<file path="src/rtl/trend_pkg.sv">
package trend_pkg;
  typedef enum logic [0:0] {
    RATE_SLOW = 1'b0,
    RATE_FAST = 1'b1
  } rate_e;

  localparam int STAGES = 3;
endpackage

</file>
<file path="src/rtl/trend_ema_stage.sv">
module trend_ema_stage
  import trend_pkg::*;
#(
  parameter int    SW         = 30,
  parameter rate_e RATE       = RATE_SLOW,
  parameter int    SLOW_SHIFT = 10
) (
  input  logic                 clk,
  input  logic                 rst_n,
  input  logic                 seed_en,
  input  logic signed [SW-1:0] seed_val,
  input  logic                 step_en,
  input  logic signed [SW-1:0] x_in,
  output logic signed [SW-1:0] acc_q
);
  logic signed [SW-1:0] gap;
  logic signed [SW-1:0] inc;

  function automatic logic signed [SW-1:0] slow_gain(input logic signed [SW-1:0] d);
    return d >>> SLOW_SHIFT;
  endfunction

  function automatic logic signed [SW-1:0] fast_gain(input logic signed [SW-1:0] d);
    return (d >>> 1) + (d >>> 2) + (d >>> 5) + (d >>> 6);
  endfunction

  assign gap = x_in - acc_q;

  generate
    if (RATE == RATE_SLOW) begin : g_slow
      assign inc = slow_gain(gap);
    end else begin : g_fast
      assign inc = fast_gain(gap);
    end
  endgenerate

  always_ff @(posedge clk) begin
    if (!rst_n)       acc_q <= '0;
    else if (seed_en) acc_q <= seed_val;
    else if (step_en) acc_q <= acc_q + inc;
  end
endmodule

</file>
<file path="src/rtl/trend_channel.sv">
module trend_channel
  import trend_pkg::*;
#(
  parameter int    SW   = 30,
  parameter rate_e RATE = RATE_SLOW
) (
  input  logic                 clk,
  input  logic                 rst_n,
  input  logic                 seed_en,
  input  logic [STAGES-1:0]    step_en,
  input  logic signed [SW-1:0] head,
  output logic signed [SW-1:0] trend
);
  logic signed [SW-1:0] stage_in [STAGES];
  logic signed [SW-1:0] stage_q  [STAGES];

  for (genvar i = 0; i < STAGES; i++) begin : g_stage
    if (i == 0) begin : g_head
      assign stage_in[i] = head;
    end else begin : g_link
      assign stage_in[i] = stage_q[i-1];
    end
    trend_ema_stage #(.SW(SW), .RATE(RATE)) u_ema (
      .clk      (clk),
      .rst_n    (rst_n),
      .seed_en  (seed_en),
      .seed_val (head),
      .step_en  (step_en[i]),
      .x_in     (stage_in[i]),
      .acc_q    (stage_q[i])
    );
  end

  assign trend = stage_q[STAGES-1];
endmodule

</file>
<file path="src/rtl/trend_drift_compare.sv">
module trend_drift_compare #(
  parameter int W    = 16,
  parameter int FRAC = 12,
  parameter int SW   = 30
) (
  input  logic                 clk,
  input  logic                 rst_n,
  input  logic                 eval_en,
  input  logic signed [SW-1:0] fast_t,
  input  logic signed [SW-1:0] slow_t,
  input  logic [W-1:0]         thresh,
  input  logic                 clr,
  output logic                 over_evt,
  output logic                 out_valid,
  output logic signed [SW-1:0] slow_o,
  output logic signed [SW-1:0] fast_o,
  output logic                 flag
);
  localparam int PAD = SW - W - FRAC;

  logic signed [SW-1:0] spread;
  logic signed [SW-1:0] limit;

  assign spread   = fast_t - slow_t;
  assign limit    = $signed({{PAD{1'b0}}, thresh, {FRAC{1'b0}}});
  assign over_evt = eval_en && (spread > limit);

  always_ff @(posedge clk) begin
    if (!rst_n) begin
      out_valid <= 1'b0;
      slow_o    <= '0;
      fast_o    <= '0;
      flag      <= 1'b0;
    end else begin
      out_valid <= eval_en;
      if (eval_en) begin
        slow_o <= slow_t;
        fast_o <= fast_t;
      end
      if (clr)           flag <= 1'b0;
      else if (over_evt) flag <= 1'b1;
    end
  end
endmodule

</file>
<file path="src/rtl/trend_drift_detector.sv">
module trend_drift_detector
  import trend_pkg::*;
#(
  parameter int W    = 16,
  parameter int FRAC = 12,
  parameter int SW   = W + FRAC + 2
) (
  input  logic                 clk,
  input  logic                 rst_n,
  input  logic                 in_valid,
  input  logic [W-1:0]         in_sample,
  input  logic [W-1:0]         thresh,
  input  logic                 flag_clr,
  output logic                 out_valid,
  output logic signed [SW-1:0] slow_trend,
  output logic signed [SW-1:0] fast_trend,
  output logic                 drift_flag
);
  localparam int PAD = SW - W - FRAC;

  logic                 seeded_q;
  logic                 seed_evt;
  logic                 over_evt;
  logic [STAGES:1]      vpipe;
  logic [STAGES-1:0]    step_en;
  logic signed [SW-1:0] head;
  logic signed [SW-1:0] slow_t;
  logic signed [SW-1:0] fast_t;

  assign seed_evt = in_valid && !seeded_q;
  assign head     = $signed({{PAD{1'b0}}, in_sample, {FRAC{1'b0}}});
  assign step_en  = {vpipe[2], vpipe[1], in_valid && seeded_q};

  always_ff @(posedge clk) begin
    if (!rst_n) begin
      seeded_q <= 1'b0;
      vpipe    <= '0;
    end else begin
      if (seed_evt) seeded_q <= 1'b1;
      vpipe <= {vpipe[STAGES-1:1], in_valid};
    end
  end

  trend_channel #(.SW(SW), .RATE(RATE_SLOW)) u_slow (
    .clk (clk), .rst_n (rst_n), .seed_en (seed_evt),
    .step_en (step_en), .head (head), .trend (slow_t)
  );

  trend_channel #(.SW(SW), .RATE(RATE_FAST)) u_fast (
    .clk (clk), .rst_n (rst_n), .seed_en (seed_evt),
    .step_en (step_en), .head (head), .trend (fast_t)
  );

  trend_drift_compare #(.W(W), .FRAC(FRAC), .SW(SW)) u_cmp (
    .clk       (clk),
    .rst_n     (rst_n),
    .eval_en   (vpipe[STAGES]),
    .fast_t    (fast_t),
    .slow_t    (slow_t),
    .thresh    (thresh),
    .clr       (flag_clr),
    .over_evt  (over_evt),
    .out_valid (out_valid),
    .slow_o    (slow_trend),
    .fast_o    (fast_trend),
    .flag      (drift_flag)
  );
endmodule

</file>
<file path="config.mk">
export PLATFORM = sky130hd
export DESIGN_NAME = trend_drift_detector
export DESIGN_NICKNAME = d
export VERILOG_FILES = /design/src/rtl/trend_pkg.sv /design/src/rtl/trend_ema_stage.sv /design/src/rtl/trend_channel.sv /design/src/rtl/trend_drift_compare.sv /design/src/rtl/trend_drift_detector.sv
export SDC_FILE = /design/constraint.sdc
export NUM_CORES = 2
export LEC_CHECK = 0
export BUFFER_PORTS_ARGS = -buffer_cell sky130_fd_sc_hd__buf_4
export CAP_MARGIN = 10
export CORE_MARGIN = 2
export CORE_UTILIZATION = 36
export CTS_BUF_LIST = sky130_fd_sc_hd__clkbuf_8 sky130_fd_sc_hd__clkbuf_16
export CTS_CLUSTER_DIAMETER = 150
export DETAILED_ROUTE_END_ITERATION = 10
export HOLD_SLACK_MARGIN = 0.06
export RECOVER_POWER = 50
export SLEW_MARGIN = 10
export SYNTH_ARGS = -nofsm -noshare
export SYNTH_HDL_FRONTEND = slang
export SYNTH_SLANG_ARGS = --single-unit
</file>
<file path="constraint.sdc">
create_clock -name clk -period 7.03 [get_ports clk]
set_clock_uncertainty 0.15 [all_clocks]
set_input_delay 1.0545 -clock clk [delete_from_list [all_inputs] [get_ports clk]]
set_output_delay 1.0545 -clock clk [all_outputs]
set_load 0.005 [all_outputs]
</file>
==> flow_summary.json <==
{
  "status": "finished with violations",
  "violations": "capacitance limit, slew limit",
  "num_io_pins": 98,
  "clk_latency_ns": 0.63,
  "cts_max_path_buffers": 3,
  "synth.area.top_cells": "ha_1, dfxtp_1, fa_1",
  "ctsHtreeMaxLevel": 1,
  "die-height_um": 298,
  "hold_viol_final": 0,
  "wl_met1_um": 43800,
  "hold_ws_ns": 0.343,
  "drt-initial-drc-count": 1687,
  "crit_fanout": 6,
  "dr_wl_met2_um": 37800,
  "cp-start-kind": "register",
  "cts_sinks": 246,
  "synth_edf_count": 0,
  "netlist_area_um2": 31100,
  "synthCells": 3785,
  "grt_antenna_before_repair": 1,
  "worstPathArrival_ns": 7.01,
  "wl_met3_um": 4150,
  "worst_pin_slew_ns": 4.58,
  "setup-violations-final": 0,
  "core_um2": 85300,
  "max_clock_freq_mhz": 150,
  "crit_type": "register to register",
  "dr_total_vias": 26200,
  "ys_ff_latch": 246,
  "placed_area_um2": 33500,
  "ys.flop_type": "dfxtp_1",
  "drt-total-wl_um": 87300,
  "r2r-start": "u_fast.g_stage[2].u_ema.acc_q[8]$_SDFFE_PP0P_",
  "slew_viol_final": 204,
  "io_buffers": 97,
  "yosysTopAreaCell": "ha_1",
  "reg2reg_to": "u_fast.g_stage[2].u_ema.acc_q[29]$_SDFFE_PP0P_",
  "area_delta_synth_final_pct": 12.2,
  "drc": 0,
  "async_reset_ff_share_pct": 0,
  "period_share_pct": 94.9,
  "grt-ovfl-total": 0,
  "antenna_cells": 0,
  "die_area_um2": 88600,
  "synth.avg_cell_area_um2": 8.21,
  "hold_class": "register to register",
  "clkTransAtPathRegs_ns": 0.07,
  "r2r_cells": 27,
  "synth.top_cell.area_share_pct": 16.3,
  "hp-start": "u_cmp.slow_o[1]$_SDFFE_PN0P_",
  "die_x_um": 298,
  "worstPathRequired_ns": 7.37,
  "synth_nets": 4443,
  "yosysUniqueCellTypes": 88,
  "dp_hpwl_um": 71700,
  "grt_max_degree": 98,
  "maxCapViolations": 3,
  "num_rows": 107,
  "cts_buffers": 31,
  "reg2reg_setup_slack_ns": 0.36,
  "grt_usage_pct": 19.2,
  "cts_tree": "built",
  "whs_endpoint": "u_cmp.slow_o[1]$_SDFFE_PN0P_",
  "post_drt_wl_per_cell_um": 17.2,
  "top_layer": "met4",
  "initial_core_util_pct": 36.4,
  "yosysSeqAreaShare_pct": 15.9,
  "ant_nets": 0,
  "min_path_cells": 2,
  "grt_pass1_wl_um": 137000,
  "yosys_warnings": 0,
  "cts_root_buf": "clkbuf_16",
  "finalCriticalPeriod_ns": 6.67,
  "grt_pass1_vias": 24600,
  "fin_area_um2": 34800,
  "end_kind": "register",
  "firstDrtPassIters": 5,
  "nets": 4571,
  "relSlewSlack_pct": -205,
  "place_congestion": 0.886,
  "routed_via_density": 5.15,
  "final_layout_size_suffix_gt1_share_pct": 7.90
}
## layout by cell type (no fill, tap or decap), types with 6 or more instances in the layout
master,n
inv_1,515
ha_1,399
a21oi_1,339
nor2_1,332
dfxtp_1,241
xnor2_1,225
fa_1,217
o21ai_0,210
nand2_1,177
a21o_1,143
buf_4,113
mux2i_1,105
xor2_1,92
nand2b_1,63
o21a_1,60
clkbuf_4,57
nor2b_1,54
nand3_1,54
nor3_1,48
a31oi_1,40
o21bai_1,36
a211oi_1,34
clkbuf_16,32
and3_1,27
and2_1,23
o21ai_1,21
nand4_1,20
or2_2,13
a221oi_1,13
or3_1,10
o31ai_1,9
o31a_1,9
a21boi_0,8
a211o_1,8
o211ai_1,7
clkbuf_8,7
clkbuf_1,7
a21oi_2,6
nand3b_1,6
## routing by layer
metal / GRT usage [%] / up-vias
met3: 1.99 / 80
met1: 28.4 / 12300
met4: 3.43 / 0
met2: 30.4 / 565
met5: 0 / -
li1: - / 13300
## Yosys cell counts, types with 44 or more instances
cell	number
o21a_1	60
clkbuf_1	62
nor2_1	332
o21ai_0	222
nor3_1	48
dfxtp_1	246
a21o_1	143
xnor2_1	228
a31oi_1	44
fa_1	218
mux2i_1	105
a21oi_1	343
inv_1	515
nand3_1	55
xor2_1	97
nor2b_1	54
ha_1	404
nand2_1	178
nand2b_1	63
## final cells by class
| class | instances | area [um2] |
|---|---|---|
| Timing Repair Buffer | 177 | 1300 |
| Multi-Input combinational cell | 2941 | 24100 |
| Inverter | 516 | 1940 |
| Sequential cell | 246 | 4940 |
| Fill cell | 8668 | 50400 |
| Tap cell | 1144 | 1430 |
| Clock buffer | 39 | 897 |
| Clock inverter | 19 | 249 |
## through the flow
stage	setup slack [ns]	cells	setup TNS (ns)	util [%]
floorplan	0.349	3785	0	-
global route	-0.0525	5082	-0.0901	40.9
detailed placement	-0.0374	5020	-0.0374	39.3
finish	0.358	5082	0	40.9
global placement	0.0178	5020	0	39.3
CTS	0.0797	5078	0	40.6
## timing repair
item,in CTS,in global routing
gates resized for setup,2,40
pin swaps,0,6
setup endpoints to repair,1,19
hold buffers,0,0
buffers inserted,0,4
## worst max path at each step
| stage | startpoint | slack, ns | end |
|---|---|---|---|
| 2_1_floorplan | u_fast.g_stage[1].u_ema.acc_q[2]$_SDFFE_PP0P_ | 0.35 | u_fast.g_stage[1].u_ema.acc_q[22]$_SDFFE_PN0P_ |
| 3_3_place_gp | u_fast.g_stage[2].u_ema.acc_q[8]$_SDFFE_PP0P_ | 0.02 | u_fast.g_stage[2].u_ema.acc_q[29]$_SDFFE_PP0P_ |
| 3_5_place_dp | u_fast.g_stage[2].u_ema.acc_q[8]$_SDFFE_PP0P_ | -0.04 | u_fast.g_stage[2].u_ema.acc_q[29]$_SDFFE_PP0P_ |
| 4_1_cts | u_fast.g_stage[2].u_ema.acc_q[0]$_SDFFE_PP0P_ | 0.08 | u_fast.g_stage[2].u_ema.acc_q[29]$_SDFFE_PP0P_ |
| 5_1_grt | u_fast.g_stage[2].u_ema.acc_q[8]$_SDFFE_PP0P_ | -0.05 | u_fast.g_stage[2].u_ema.acc_q[28]$_SDFFE_PP0P_ |
| 6_report | u_fast.g_stage[2].u_ema.acc_q[8]$_SDFFE_PP0P_ | 0.36 | u_fast.g_stage[2].u_ema.acc_q[29]$_SDFFE_PP0P_ |
## sequential cells by signal, summed over array words and instances, names as in the netlist
name / cells
u_fast.g_stage.u_ema.acc_q: 90
u_slow.g_stage.u_ema.acc_q: 90
u_cmp.fast_o: 30
u_cmp.slow_o: 30
vpipe: 3
seeded_q: 1
u_cmp.flag: 1
u_cmp.out_valid: 1
## kinds of logic after synthesis
| group | share of synthesized area [%] |
|---|---|
| xor gates and xnor gates | 9.24 |
| muxes | 3.46 |
| DFF | 15.9 |
| adders and majority gates | 30.5 |
| AOI/OAI and AO/OA | 20.8 |
| and+or+nand+nor | 13.0 |
| buffers and inverters | 7.23 |
## worst max-delay path, stage by stage, from the launching register on
cell and delay (ns):
dfxtp_2 0.43, inv_1 0.14, ha_2 0.35, a21o_1 0.18, a21oi_1 0.12, o21ai_0 0.14
or4_1 0.41, o211a_1 0.26, o41ai_4 0.39, o21bai_1 0.14, a21oi_1 0.17, o21bai_1 0.09
xor2_1 0.29, inv_2 0.11, fa_1 0.43, fa_1 0.55, inv_1 0.06, fa_1 0.55
ha_4 0.23, a21o_1 0.17, a21o_1 0.17, a21oi_1 0.17, nor2_1 0.07, a211oi_1 0.21
o31a_1 0.21, o21ai_0 0.12, xnor2_1 0.17, a21oi_1 0.08
Power is left out: the tool's default activity adds up to more than one toggle a clock period on the data nets, which glitch-free logic cannot reach.
